<file path="src/rtl/xbus_slave_pkg.sv">
`timescale 1ns/1ps
package xbus_slave_pkg;
    typedef enum logic [1:0] {
        ST_IDLE   = 2'd0,
        ST_SELECT = 2'd1,
        ST_STALL  = 2'd2,
        ST_XFER   = 2'd3
    } slv_state_t;
endpackage

</file>
<file path="src/rtl/xbus_addr_decode.sv">
`timescale 1ns/1ps
// Live window decode of the pipelined word address; nothing is held here.
module xbus_addr_decode #(
    parameter int          AW        = 4,
    parameter logic [31:0] BASE_ADDR = 32'hC000_0000
) (
    input  logic          rst,
    input  logic [7:0]    addr_top_n,
    input  logic [21:0]   addr_low,
    input  logic          mem_sel,
    output logic          hit,
    output logic [AW-1:0] word_idx
);
    localparam int TAG_W = 30 - AW;

    logic [29:0]      word_addr;
    logic [TAG_W-1:0] base_tag;

    assign base_tag  = BASE_ADDR[31:AW+2];
    assign word_addr = {~addr_top_n, addr_low};
    assign word_idx  = word_addr[AW-1:0];
    assign hit       = mem_sel && !rst && (word_addr[29:AW] == base_tag);
endmodule

</file>
<file path="src/rtl/xbus_wait_timer.sv">
`timescale 1ns/1ps
// Counts bus-clock falls during a stall; the limit is clipped to the ceiling.
module xbus_wait_timer #(
    parameter int CFG_W    = 6,
    parameter int WAIT_CAP = 20
) (
    input  logic             clk,
    input  logic             rst,
    input  logic             load,
    input  logic [CFG_W-1:0] cfg,
    input  logic             tick,
    output logic             expire
);
    localparam int CAP_BITS = $clog2(WAIT_CAP + 1);
    localparam int CNT_W    = (CFG_W > CAP_BITS) ? CFG_W : CAP_BITS;
    localparam logic [CNT_W-1:0] CAP_V = CNT_W'(WAIT_CAP);

    logic [CNT_W-1:0] cnt_q;
    logic [CNT_W-1:0] lim_q;
    logic [CNT_W-1:0] cfg_ext;

    assign cfg_ext = CNT_W'(cfg);

    always_ff @(posedge clk) begin
        if (rst) begin
            cnt_q <= '0;
            lim_q <= '0;
        end else if (load) begin
            cnt_q <= '0;
            lim_q <= (cfg_ext > CAP_V) ? CAP_V : cfg_ext;
        end else if (tick) begin
            cnt_q <= cnt_q + 1'b1;
        end
    end

    assign expire = tick && ((cnt_q + 1'b1) == lim_q);
endmodule

</file>
<file path="src/rtl/xbus_word_array.sv">
`timescale 1ns/1ps
// Local word store with one write enable per byte lane.
module xbus_word_array #(
    parameter int AW = 4
) (
    input  logic          clk,
    input  logic          we,
    input  logic [3:0]    lane_we,
    input  logic [AW-1:0] idx,
    input  logic [31:0]   wdata,
    output logic [31:0]   rdata
);
    localparam int DEPTH = 1 << AW;

    logic [31:0] mem [DEPTH];

    for (genvar g = 0; g < 4; g++) begin : g_lane
        always_ff @(posedge clk) begin
            if (we && lane_we[g]) begin
                mem[idx][8*g +: 8] <= wdata[8*g +: 8];
            end
        end
    end

    assign rdata = mem[idx];
endmodule

</file>
<file path="src/rtl/xbus_burst_slave.sv">
`timescale 1ns/1ps
module xbus_burst_slave
    import xbus_slave_pkg::*;
#(
    parameter int          AW        = 4,
    parameter logic [31:0] BASE_ADDR = 32'hC000_0000,
    parameter int          CFG_W     = 6,
    parameter int          WAIT_CAP  = 20
) (
    input  logic             clk,
    input  logic             rst,
    input  logic             bus_rise,
    input  logic             bus_fall,
    input  logic             cyc_go_n,
    input  logic             cyc_cmd_n,
    input  logic [7:0]       addr_top_n,
    input  logic [21:0]      addr_low,
    input  logic [3:0]       lane_n,
    input  logic             mem_sel,
    input  logic             wr_sel,
    input  logic             burst_req_n,
    input  logic [CFG_W-1:0] wait_cfg,
    input  logic [31:0]      wdata,
    output logic [31:0]      rdata,
    output logic             rdy_o,
    output logic             wide_n,
    output logic             burst_ok_n
);
    slv_state_t    state_q, state_d;
    logic          hit;
    logic [AW-1:0] live_idx;
    logic [AW-1:0] lat_idx;
    logic [3:0]    lat_lane_n;
    logic          lat_wr;
    logic          rdy_q;
    logic          expire;
    logic          claim, capture, chain, wr_fire, stall_tick;

    xbus_addr_decode #(.AW(AW), .BASE_ADDR(BASE_ADDR)) u_dec (
        .rst        (rst),
        .addr_top_n (addr_top_n),
        .addr_low   (addr_low),
        .mem_sel    (mem_sel),
        .hit        (hit),
        .word_idx   (live_idx)
    );

    // Support indications follow the live decode, unlatched.
    assign wide_n     = ~hit;
    assign burst_ok_n = ~hit;

    assign claim      = (state_q == ST_IDLE) && !cyc_go_n && hit;
    assign chain      = (state_q == ST_XFER) && bus_rise && !burst_req_n && hit;
    assign capture    = ((state_q == ST_SELECT) && bus_rise) || chain;
    assign wr_fire    = (state_q == ST_XFER) && bus_rise && !cyc_cmd_n && lat_wr;
    assign stall_tick = (state_q == ST_STALL) && bus_fall;

    xbus_wait_timer #(.CFG_W(CFG_W), .WAIT_CAP(WAIT_CAP)) u_tmr (
        .clk    (clk),
        .rst    (rst),
        .load   (claim),
        .cfg    (wait_cfg),
        .tick   (stall_tick),
        .expire (expire)
    );

    xbus_word_array #(.AW(AW)) u_mem (
        .clk     (clk),
        .we      (wr_fire),
        .lane_we (~lat_lane_n),
        .idx     (lat_idx),
        .wdata   (wdata),
        .rdata   (rdata)
    );

    // Next-state logic
    always_comb begin
        state_d = state_q;
        unique case (state_q)
            ST_IDLE:   if (claim)    state_d = ST_SELECT;
            ST_SELECT: if (bus_rise) state_d = rdy_q ? ST_XFER : ST_STALL;
            ST_STALL:  if (expire)   state_d = ST_XFER;
            ST_XFER:   if (bus_rise) state_d = chain ? ST_XFER : ST_IDLE;
            default:                 state_d = ST_IDLE;
        endcase
    end

    // State register
    always_ff @(posedge clk) begin
        if (rst) state_q <= ST_IDLE;
        else     state_q <= state_d;
    end

    // Registered outputs and captured cycle fields
    always_ff @(posedge clk) begin
        if (rst) begin
            rdy_q      <= 1'b1;
            lat_idx    <= '0;
            lat_lane_n <= 4'hF;
            lat_wr     <= 1'b0;
        end else begin
            if (claim && (wait_cfg != '0)) rdy_q <= 1'b0;
            else if (expire)               rdy_q <= 1'b1;
            if (capture) begin
                lat_idx    <= live_idx;
                lat_lane_n <= lane_n;
                lat_wr     <= wr_sel;
            end
        end
    end

    assign rdy_o = rdy_q;
endmodule

</file>
<file path="config.mk">
export PLATFORM = sky130hd
export DESIGN_NAME = xbus_burst_slave
export DESIGN_NICKNAME = d
export VERILOG_FILES = /design/src/rtl/xbus_slave_pkg.sv /design/src/rtl/xbus_addr_decode.sv /design/src/rtl/xbus_wait_timer.sv /design/src/rtl/xbus_word_array.sv /design/src/rtl/xbus_burst_slave.sv
export SDC_FILE = /design/constraint.sdc
export NUM_CORES = 1
export LEC_CHECK = 0
export BUFFER_PORTS_ARGS = -buffer_cell sky130_fd_sc_hd__buf_2
export CAP_MARGIN = 10
export CORE_MARGIN = 4
export CORE_UTILIZATION = 55
export CTS_BUF_LIST = sky130_fd_sc_hd__clkbuf_8
export CTS_CLUSTER_SIZE = 24
export DETAILED_ROUTE_END_ITERATION = 6
export GPL_TIMING_DRIVEN = 0
export PLACE_DENSITY = 0.7
export SLEW_MARGIN = 40
export SYNTH_ARGS = -nofsm -noshare
export SYNTH_HDL_FRONTEND = slang
export SYNTH_HIERARCHICAL = 1
export SYNTH_SLANG_ARGS = --single-unit
</file>
<file path="constraint.sdc">
create_clock -name clk -period 3.05 [get_ports clk]
set_clock_uncertainty 0.15 [all_clocks]
set_input_delay 0.305 -clock clk [delete_from_list [all_inputs] [get_ports clk]]
set_output_delay 0.305 -clock clk [all_outputs]
set_load 0.02 [all_outputs]
</file>
==> results.cfg <==
[status]
status = complete, no violations

[logic_synthesis]
netlist_instances = 1032
ys_types = 43
yosys_warnings = 6
ys_seq_elements = 536
syn-num-nets = 1114
avgSynthCellArea_um2 = 20.2
syn_area_um2 = 20800
synth_seq_area_share_pct = 76.2

[critical_path]
crit_path_start_kind = flop
r2r_setup_slack_ps = 140
crit_arrival_ps = 2500
crit_type = flop to output pin
crit_fanout = 10
crit_path_end_kind = output pin
worst-endpoint-required_ps = 2590

[timing]
fin_hold_ws_ps = 62.8
setup_viol = 0
period_share_pct = 96.8
worst_pin_slew_ps = 828
setup-tns-final_ps = 0
period_minus_slack_ps = 2950
slew_violations = 0
max_freq_mhz = 339
rsz0062_at_grt = yes
hold_violations = 0
max-slew-margin-rel_pct = 44.6

[route]
viasPerCell = 5.91
routed_wl_mm = 45.1
met2WireLength_mm = 21.9
wl_per_cell_um = 24.3
wirelength_met1_mm = 18.6
firstDrtPassIters = 6
vias = 11000
drc = 0
wl_met3_mm = 3.82
antenna_left = 0
highest_layer = met4
dr.first_iter.drc_count = 917

[placement]
port_buffers = 111
hpwl_mm = 28.6
place_area_um2 = 22200
routabilityCongestion = 0.782
place_inst = 1655

[finish]
nFillCells = 2550
layout_commonest_cell = edfxtp_1
final_cells = 1856
nets = 1372
postLayoutCellArea_um2 = 24400
final_cell_mix = edfxtp_1 (512), buf_2 (131), mux4_2 (128), clkbuf_8 (87), nand2_1 (64)
drive_gt1_share_pct = 36.5
flow.area_growth_from_synthesis_pct = 17.5
diodes = 0

[grt]
grt_max_degree = 17
grt_pass1_wl_mm = 68.5
antenna_found_initial = 0
grt_use_total_pct = 22.3
grt_overflow = 0
grt_pass1_vias = 11300

[floorplanning]
rows = 70
dieWidth_um = 202
core_area_um2 = 37000
die_area_um2 = 41000
ios = 116
start_util_pct = 56.3
die_h_um = 202

[clock_tree]
cts_buffer_depth = 3
cts_made_buffers = 83
cts_sinks = 536
cts_tree = done
clk_pin_slew_ps = 60
root_buffer = clkbuf_8
clock_latency_ps = 620
htreeDepth = 3

[power_and_ir_drop]
ir_drop_mv = 0.272
leakagePower_nw = 7.89
p_per_area_nw_per_um2 = 554

[job]
drv_cap = 0

[hold_path]
min_path_type = input pin to flop
## worst max-delay path, stage by stage (launching register included)
cell and delay [ps]:
dfxtp_1 340, buf_6 170, buf_12 180, buf_12 170, mux4_2 510, a22oi_1 230, nand2_1 100, buf_2 170
## logic make-up (layout without fill, tap and decap cells)
| kind of cell | Yosys count | after routing | share of synthesized area (%) |
|---|---|---|---|
| compound gates | 77 | 77 | 2.74 |
| xor+xnor | 15 | 15 | 0.632 |
| fa+ha+maj | 1 | 1 | 0.0601 |
| buf+inv | 73 | 393 | 1.90 |
| flops | 536 | 536 | 76.2 |
| mux | 138 | 138 | 14.3 |
| simple gates | 192 | 192 | 4.11 |
## layout make-up
class	instances	area (um^2)	area share (%)
clock buffer	86	1180	4.84
multi-input combinational	423	4810	19.7
sequential	536	15900	64.9
buffer	64	505	2.07
tap	504	631	2.58
timing repair buffer	174	1150	4.71
inverter	8	30.0	0.123
clock inverter	61	280	1.15
## routing by layer
metal	vias to the layer above	GRT usage (%)
li1	4738	-
met5	-	0
met1	5664	32.5
met3	58	4.79
met4	0	6.04
met2	508	35.2
## worst paths after layout
kind                               startpoint                          end  cells after the start
setup reg to reg      lat_idx[2]$_SDFFE_PP0P_   u_mem/mem[4][14]$_DFFE_PP_                      6
setup / recovery      lat_idx[0]$_SDFFE_PP0P_                     rdata[6]                      7
hold reg to reg   u_tmr/lim_q[5]$_SDFFE_PP0P_  u_tmr/lim_q[5]$_SDFFE_PP0P_                      2
hold / removal                    burst_req_n      state_q[0]$_SDFFE_PP0P_                      4
## repair_timing
item,4_1_cts,5_1_grt
setup buffers,1,0
pin swaps,0,3
hold buffers,54,0
resized for setup,44,37
setup endpoints to repair,153,34
endpoints found under the hold margin,529,0
## cells in the mapped netlist
cell type    n  area, um^2
a22oi_1     64         480
a21oi_1      4        20.0
ha_1         1        12.5
mux2i_1     10         100
buf_1        3        11.3
nor4_1       8        50.1
clkbuf_2     1        5.00
nand2b_1     2        12.5
xor2_1       7        61.3
nor4bb_1     1        10.0
or4b_1       1        10.0
buf_6        9         101
clkbuf_1    24        90.1
nor4_2       2        25.0
o21ai_0      1        5.00
buf_2       21         105
nor2_1      84         315
a211oi_1     3        22.5
inv_2        1        3.75
o211a_1      1        10.0
nand2_2      1        6.26
or4b_4       1        13.8
a21oi_2      1        8.76
o21a_1       1        7.51
and2_1       2        12.5
dfxtp_1     24         480
nand2_1     64         240
nand4b_1     1        8.76
nor3_1       2        10.0
nand3_1      7        35.0
a31oi_1      1        6.26
nor2b_1      6        37.5
edfxtp_1   512       15400
buf_4        7        52.6
xnor2_1      8        70.1
or2_1        1        6.26
and3_1       2        12.5
inv_1        7        26.3
nand4_1      5        31.3
nor3_2       1        10.0
o311ai_1     1        8.76
and3b_1      1        8.76
mux4_2     128        2880
## sequential cells by signal, summed over array words and instances (netlist names)
register	count
u_tmr/lim_q	6
lat_wr	1
u_mem/mem	512
rdy_o	1
u_tmr/cnt_q	6
lat_lane_n	4
state_q	2
lat_idx	4
## report_power, final
group | internal, mW | switching, mW
combinational | 0.0859 | 0.122
sequential | 8.05 | 0.000000000424
clock | 2.70 | 2.60
total | 10.8 | 2.72
## through the flow
stage                     setup slack (ps)  util [%]  power (mW)
final                                 98.3      66.1        13.6
after global routing                 -29.1      66.1        14.1
after CTS                            -40.8      65.7        13.7
after detailed placement              -203      60.0        8.37
after global placement                -612      59.5        8.36
after floorplan                        654         -        8.23
Note: power is estimated with default switching activity, not from simulation.
